File: src/rtl/fuse_dump_pkg.sv
package fuse_dump_pkg;
  // Control word layout seen by the fuse macro
  localparam int CTL_W        = 32;
  localparam int CTL_FLAG_BIT = 31;
  localparam int CTL_ADDR_LSB = 8;
  localparam int CTL_ADDR_W   = 10;
  localparam int BYTE_W       = 8;

  typedef enum logic [2:0] {
    S_IDLE   = 3'd0,
    S_GRANT  = 3'd1,
    S_LAUNCH = 3'd2,
    S_WAIT   = 3'd3,
    S_DONE   = 3'd4,
    S_ERR    = 3'd5
  } dump_state_t;
endpackage

File: src/rtl/fuse_poll_timer.sv
module fuse_poll_timer #(
  parameter int POLL_CYC      = 100,
  parameter int TIMEOUT_POLLS = 1000000
) (
  input  logic clk,
  input  logic rst_n,
  input  logic clear_i,
  input  logic run_i,
  input  logic flag_i,
  output logic poll_o,
  output logic timeout_o
);
  localparam int DIV_W = (POLL_CYC > 1) ? $clog2(POLL_CYC) : 1;
  localparam int CNT_W = $clog2(TIMEOUT_POLLS + 1);
  localparam logic [DIV_W-1:0] DIV_LAST = DIV_W'(POLL_CYC - 1);
  localparam logic [CNT_W-1:0] CNT_LAST = CNT_W'(TIMEOUT_POLLS - 1);

  logic [DIV_W-1:0] div_q, div_d;
  logic [CNT_W-1:0] cnt_q, cnt_d;
  logic             div_en, cnt_en;

  assign poll_o    = run_i && (div_q == DIV_LAST);
  assign timeout_o = poll_o && !flag_i && (cnt_q == CNT_LAST);

  always_comb begin
    div_en = clear_i || run_i;
    div_d  = (clear_i || poll_o) ? '0 : div_q + 1'b1;
    cnt_en = clear_i || (poll_o && !flag_i);
    cnt_d  = clear_i ? '0 : cnt_q + 1'b1;
  end

  always_ff @(posedge clk or negedge rst_n) begin
    if (!rst_n) begin
      div_q <= '0;
      cnt_q <= '0;
    end else begin
      if (div_en) div_q <= div_d;
      if (cnt_en) cnt_q <= cnt_d;
    end
  end
endmodule

File: src/rtl/fuse_addr_ctr.sv
module fuse_addr_ctr #(
  parameter int AW   = 9,
  parameter int LAST = 511
) (
  input  logic          clk,
  input  logic          rst_n,
  input  logic          clr_i,
  input  logic          inc_i,
  output logic [AW-1:0] addr_o,
  output logic          last_o
);
  logic [AW-1:0] addr_q, addr_d;
  logic          addr_en;

  always_comb begin
    addr_en = clr_i || inc_i;
    addr_d  = clr_i ? '0 : addr_q + 1'b1;
  end

  always_ff @(posedge clk or negedge rst_n) begin
    if (!rst_n)       addr_q <= '0;
    else if (addr_en) addr_q <= addr_d;
  end

  assign addr_o = addr_q;
  assign last_o = (addr_q == AW'(LAST));
endmodule

File: src/rtl/fuse_dump_seq.sv
module fuse_dump_seq
  import fuse_dump_pkg::*;
#(
  parameter int PHYS_SIZE     = 512,
  parameter int POLL_CYC      = 100,
  parameter int TIMEOUT_POLLS = 1000000,
  parameter int BANK_W        = 2,
  parameter int BANK_ID       = 0,
  localparam int AW           = $clog2(PHYS_SIZE)
) (
  input  logic              clk,
  input  logic              rst_n,
  input  logic              start_i,
  output logic              busy_o,
  output logic              done_o,
  output logic              err_o,
  output logic              grant_o,
  output logic [BANK_W-1:0] bank_sel_o,
  output logic              ctl_wr_o,
  output logic [CTL_W-1:0]  ctl_wdata_o,
  input  logic              ctl_flag_i,
  input  logic [BYTE_W-1:0] ctl_byte_i,
  output logic              buf_we_o,
  output logic [AW-1:0]     buf_addr_o,
  output logic [BYTE_W-1:0] buf_data_o
);
  dump_state_t       state_q, state_d;
  logic [BANK_W-1:0] bank_q;
  logic              bank_en;
  logic [AW-1:0]     addr;
  logic              addr_last, addr_clr, addr_inc;
  logic              poll, timeout, got_byte;

  fuse_addr_ctr #(.AW(AW), .LAST(PHYS_SIZE - 1)) u_addr (
    .clk    (clk),
    .rst_n  (rst_n),
    .clr_i  (addr_clr),
    .inc_i  (addr_inc),
    .addr_o (addr),
    .last_o (addr_last)
  );

  fuse_poll_timer #(.POLL_CYC(POLL_CYC), .TIMEOUT_POLLS(TIMEOUT_POLLS)) u_timer (
    .clk       (clk),
    .rst_n     (rst_n),
    .clear_i   (state_q == S_LAUNCH),
    .run_i     (state_q == S_WAIT),
    .flag_i    (ctl_flag_i),
    .poll_o    (poll),
    .timeout_o (timeout)
  );

  assign got_byte = (state_q == S_WAIT) && poll && ctl_flag_i;

  // Next-state
  always_comb begin
    state_d  = state_q;
    addr_clr = 1'b0;
    addr_inc = 1'b0;
    bank_en  = 1'b0;
    unique case (state_q)
      S_IDLE: if (start_i) begin
        state_d  = S_GRANT;
        addr_clr = 1'b1;
        bank_en  = 1'b1;
      end
      S_GRANT:  state_d = S_LAUNCH;
      S_LAUNCH: state_d = S_WAIT;
      S_WAIT: begin
        if (got_byte) begin
          if (addr_last) state_d = S_DONE;
          else begin
            state_d  = S_LAUNCH;
            addr_inc = 1'b1;
          end
        end else if (timeout) begin
          state_d = S_ERR;
        end
      end
      S_DONE:  state_d = S_IDLE;
      S_ERR:   state_d = S_IDLE;
      default: state_d = S_IDLE;
    endcase
  end

  // Registers
  always_ff @(posedge clk or negedge rst_n) begin
    if (!rst_n) begin
      state_q <= S_IDLE;
      bank_q  <= '0;
    end else begin
      state_q <= state_d;
      if (bank_en) bank_q <= BANK_W'(BANK_ID);
    end
  end

  // Outputs
  always_comb begin
    ctl_wdata_o = '0;
    ctl_wdata_o[CTL_ADDR_LSB +: CTL_ADDR_W] = CTL_ADDR_W'(addr);
  end

  assign busy_o     = (state_q != S_IDLE);
  assign done_o     = (state_q == S_DONE);
  assign err_o      = (state_q == S_ERR);
  assign grant_o    = (state_q == S_GRANT) || (state_q == S_LAUNCH) || (state_q == S_WAIT);
  assign bank_sel_o = bank_q;
  assign ctl_wr_o   = (state_q == S_LAUNCH);
  assign buf_we_o   = got_byte;
  assign buf_addr_o = addr;
  assign buf_data_o = ctl_byte_i;
endmodule

File: config.mk
export PLATFORM = sky130hd
export DESIGN_NAME = fuse_dump_seq
export DESIGN_NICKNAME = d
export VERILOG_FILES = /design/src/rtl/fuse_dump_pkg.sv /design/src/rtl/fuse_poll_timer.sv /design/src/rtl/fuse_addr_ctr.sv /design/src/rtl/fuse_dump_seq.sv
export SDC_FILE = /design/constraint.sdc
export NUM_CORES = 1
export LEC_CHECK = 0
export BUFFER_PORTS_ARGS = -buffer_cell sky130_fd_sc_hd__buf_2
export CAP_MARGIN = 20
export CORE_MARGIN = 4
export CORE_UTILIZATION = 50
export CTS_BUF_LIST = sky130_fd_sc_hd__clkbuf_8
export DETAILED_ROUTE_END_ITERATION = 16
export GPL_ROUTABILITY_DRIVEN = 0
export PLACE_DENSITY_LB_ADDON = 0.2
export SETUP_SLACK_MARGIN = 0.4
export SLEW_MARGIN = 30
export SYNTH_ARGS = -nofsm -noshare
export SYNTH_HDL_FRONTEND = slang
export SYNTH_SLANG_ARGS = --single-unit
File: constraint.sdc
create_clock -name clk -period 4.9 [get_ports clk]
set_input_delay 0.98 -clock clk [delete_from_list [all_inputs] [get_ports clk]]
set_output_delay 0.98 -clock clk [all_outputs]
set_load 0.01 [all_outputs]
# Word level (Yosys, flattened, before mapping)
# Cells that the tools add are included.
word_totals:
  reg_bits: 39
  inputBits: 12
  output_inout_bits: 57
  wordCells: 45
classes:
  muxes: 13
  n_eq_ne: 10
  add_sub_neg: 3
  reduce_logical: 15
op_table:
  columns: ["operator", "count"]
  rows:
  - ["20-bit by 1-bit adder with 20-bit output (second input constant)", 1]
  - ["20-bit equality test (second input constant)", 1]
  - ["20-bit two-way mux", 1]
  - ["3-bit two-way mux", 4]
  - ["3-bit one-hot mux with 4 select lines", 1]
  - ["9-bit by 1-bit adder with 9-bit output (second input constant)", 1]
  - ["9-bit equality test (second input constant)", 1]
  - ["9-bit two-way mux", 1]
  - ["7-bit by 1-bit adder with 7-bit output (second input constant)", 1]
  - ["7-bit equality test (second input constant)", 1]
  - ["7-bit two-way mux", 1]
  - ["3-bit by 2-bit equality test with 1-bit output (second input constant)", 2]
  - ["3-bit equality test (second input constant)", 2]
  - ["1-bit logical OR", 6]
  - ["1-bit logical AND", 5]
  - ["1-bit two-way mux", 5]
  - ["3-bit by 1-bit equality test with 1-bit output (second input constant)", 1]
  - ["3-bit logical NOT", 1]
  - ["3-bit != test (second input constant)", 1]
  - ["3-bit nonzero test", 1]
  - ["2-bit != test (second input constant)", 1]
  - ["2-bit AND reduction", 1]
  - ["1-bit logical NOT", 1]

# Depth between registers and ports, before layout
depth:
  ltp_word: 7
  ltp_mapped: 10
  mapped_depth_nobuf: 9

# Cells and area by module
# Synthesis repeated with hierarchy kept, for this count alone.
unflattened:
  hier_cells: 272
  area_unflattened_um2: 2464.9
modules_own_cells:
  columns: ["mod", "cells_each", "seq_area_each_um2", "area_per_inst_um2", "n_inst"]
  rows:
  - ["fuse_poll_timer", 162, 675.6, 1511.4, 1]
  - ["fuse_dump_seq", 67, 75.1, 510.5, 1]
  - ["fuse_addr_ctr", 43, 225.2, 442.9, 1]

# Worst setup path after synthesis
# No wires, ideal clock.
synth_path:
  path_type: "register to output"
  startpoint: "reg u_timer.div_q[3]"
  endpoint: "out buf_we_o"
  n_path_buf: 0
  t_arrival_ns: 1.519
  setup_slack_ns: 2.401
  stages_incl_launch_ff: 4
  t_required_ns: 3.920
  path_cell_list: "dfrtp_1 -> or4b_2 -> nor2_1 -> and3_1"
synth_between:
  elab_chain_cells: 4
synth_lines:
  columns: ["item", "line_no", "text"]
  rows:
  - ["start, declared", "fuse_poll_timer.sv:18", "logic [DIV_W-1:0] div_q, div_d;"]
  - ["start signal, assigned", "fuse_poll_timer.sv:37", "if (div_en) div_q <= div_d;"]
  - ["7-bit equality test", "fuse_poll_timer.sv:22", "assign poll_o = run_i && (div_q == DIV_LAST);"]
  - ["1-bit logical AND", "fuse_poll_timer.sv:22", null]
  - ["1-bit logical AND (2 in series)", "fuse_dump_seq.sv:53", "assign got_byte = (state_q == S_WAIT) && poll && ctl_flag_i;"]
  - ["end, declared", "fuse_dump_seq.sv:23", "output logic buf_we_o,"]
# No other way between the ends.

# Worst setup path after layout
# Same ends and word-level chain as after synthesis.

==> summary.txt <==
vias in the first global route: 1868
Placed Area: 2520 um2
drt via density: 5.66
Slew HR: 39.9%
antenna-violating nets left: 0
Setup crit end kind: output pin
Max Buffers Root-to-Sink: 2
pwr dens: 297 nW/um2
r2r startpoint: state_q[2]
htree depth: 2
most frequent cell after synthesis: buf_4
sink of the worst hold path: u_addr.addr_o[8]
FFs w/ async S/R, synth: 100%
PostCTS Resize Cnt: 0
PortBufs: 27
count of pins over their slew limit: 0
Layout fillers: 451
Tmin final: 2970 ps
Primary FF master, synth: dfrtp_1
Slew @ Worst Pin: 900 ps
share of cells above drive strength 1: 15.4%
Post-Syn Instances: 286
cells on worst reg2reg path: 4
Finished Cell Area: 2610 um2
WL final: 5180 um
Worst Path Arrival: 1990 ps
Final setup violation count: 0
Worst Hold Slack: 550 ps
worst hold stages: 2
Setup Skew: 9.68 ps
vias post-DR: 2039
top cell type's share of synthesized area: 38.2%
Synth Cell Area: 2560 um2
crit path kind: register to output pin
leakage power: 1.16 nW
maxcap violations: 0
Hold Crit Class: register to register
Starting Density: 52.7%
diode count: 0
leading area contributor after synthesis: dfrtp_1
sequential share of the synthesized area: 38.2%
Inserted Clock Buffers: 5
clock-pin slew on the worst setup and hold paths: 80 ps
Clock Tree Root: clkbuf_8
RSZ-0062 raised after global routing: no
DRC viols: 0
synth cell count leaders: 42 x buf_4, 39 x dfrtp_1, 21 x nand2_1
count of warnings emitted by yosys: 0
die area: 6320 um2
Worst Path Max Fanout: 5
hold buffers post-CTS: 0
flop2flop setup slack: 2560 ps
VDD IR max: 248 uV
largest net degree at the start of global routing: 40
clock latency on the worst-skew pair: 290 ps
post-DR wirelength/cell: 14.4 um
average cell area after synthesis: 8.94 um2
Area contributors post-synth: dfrtp_1 38%, buf_4 12%, a21oi_1 3.7%, nand4_1 3.2%, nand2_1 3.1%
crit path launch: u_timer.div_q[3]
global-route wire length before repair: 8960 um
Chip Width: 79.5 um
Initial DRT Pass Iterations: 4
Yosys reg bits: 39
Hold Vio Cnt, Final: 0
Final nets: 309
initial antenna violation count: 0
grt ovf: 0
total number of clock tree sinks: 39
EDFF count, synth: 0
Power Total: 0.776 mW
Tcrit/Tclk final: 60.6%
startpoint types: register
core area: 4850 um2
post-synthesis cell type count: 45
Post-CTS Setup Repair Bufs: 0
WP data required: 3920 ps
status: complete, no violations
fmax: 0.337 GHz
gr usage total: 17.6%
row count: 25
HP Start: u_addr.addr_o[8]
CTS tree: built
area grow syn2layout: 2.01%
# IOs: 69
Final TNS setup: 0 ps
Die H: 79.5 um
drt first-iter violations: 162
Final HPWL DP: 3580 um
R2R Path End: u_timer.cnt_q[16]
==> kinds of logic (layout without fill, tap and decap cells) <==
kind of cell,after synthesis,count (layout),synth area share (%)
fa+ha+maj,4,4,1.96
compound gates,50,50,12.1
flops,39,39,38.2
buf+inv,56,39,14.5
xor+xnor,8,8,2.74
mux,3,3,1.17
simple gates,125,125,29.2
other cells,1,25,0.147
==> cells in the final DEF (no fill, tap or decap), types with 3 or more instances in the layout <==
cell type  instances
nor2_1            19
ha_1               4
nor4_1             3
xor2_1             5
or4_1              9
and2_1             5
or3_1              8
nand4_1           13
dfrtp_1           39
conb_1            25
inv_1              4
o31ai_1            9
and4_1             4
buf_2             26
a21oi_1           19
nand2_1           21
xnor2_1            3
and3b_1            3
mux2i_1            3
clkbuf_8           6
nor3_1             4
nand3_1           14
o21ai_0           11
or4b_2             3
and3_1             4
==> cell type report <==
cell class / instances / area, um2 / share of cell area (%)
multi-input combinational: 215 / 1300 / 49.9
sequential: 39 / 976 / 37.4
timing repair buffer: 28 / 145 / 5.57
tap: 67 / 83.8 / 3.21
clock buffer: 6 / 82.6 / 3.17
inverter: 4 / 15.0 / 0.576
clock inverter: 1 / 5.00 / 0.192
==> through the flow <==
step	instances	setup slack [ps]	utilization, %
6_report	360	1930	53.8
5_1_grt	360	1810	53.8
4_1_cts	360	1930	53.7
3_5_place_dp	353	2260	51.9
3_3_place_gp	353	2290	51.9
2_1_floorplan	310	2400	-
==> worst max-delay path, cell delays in order (launching register included) <==
cell	delay, ps
dfrtp_1	450
or4b_2	740
nor2_1	210
and3_1	170
buf_2	120
==> routing by layer <==
layer / vias up / GRT usage, % / routed length, um
met1: 965 / 23.5 / 2370
met2: 73 / 27.8 / 2400
met5: - / 0 / 0
met3: 8 / 4.40 / 325
li1: 993 / - / -
met4: 0 / 5.67 / 89
==> state kept, by name, indices dropped and copies added (netlist names) <==
register and flops:
state_q 3, u_addr.addr_o 9, u_timer.div_q 7, u_timer.cnt_q 20
==> power by group <==
group,switching [mW],internal [mW]
Clock,0.115,0.111
Combinational,0.0745,0.0581
Sequential,0.0559,0.362
==> how the worst max path moves through the flow <==
stage                          end  slack (ps)  depth (start not counted)
final                     buf_we_o        1930                          4
after detailed placement  buf_we_o        2260                          4
after global routing      buf_we_o        1810                          4
after floorplan           buf_we_o        2400                          3
after CTS                 buf_we_o        1930                          4
after global placement    buf_we_o        2290                          4
Power figures use the tool's default switching activity.
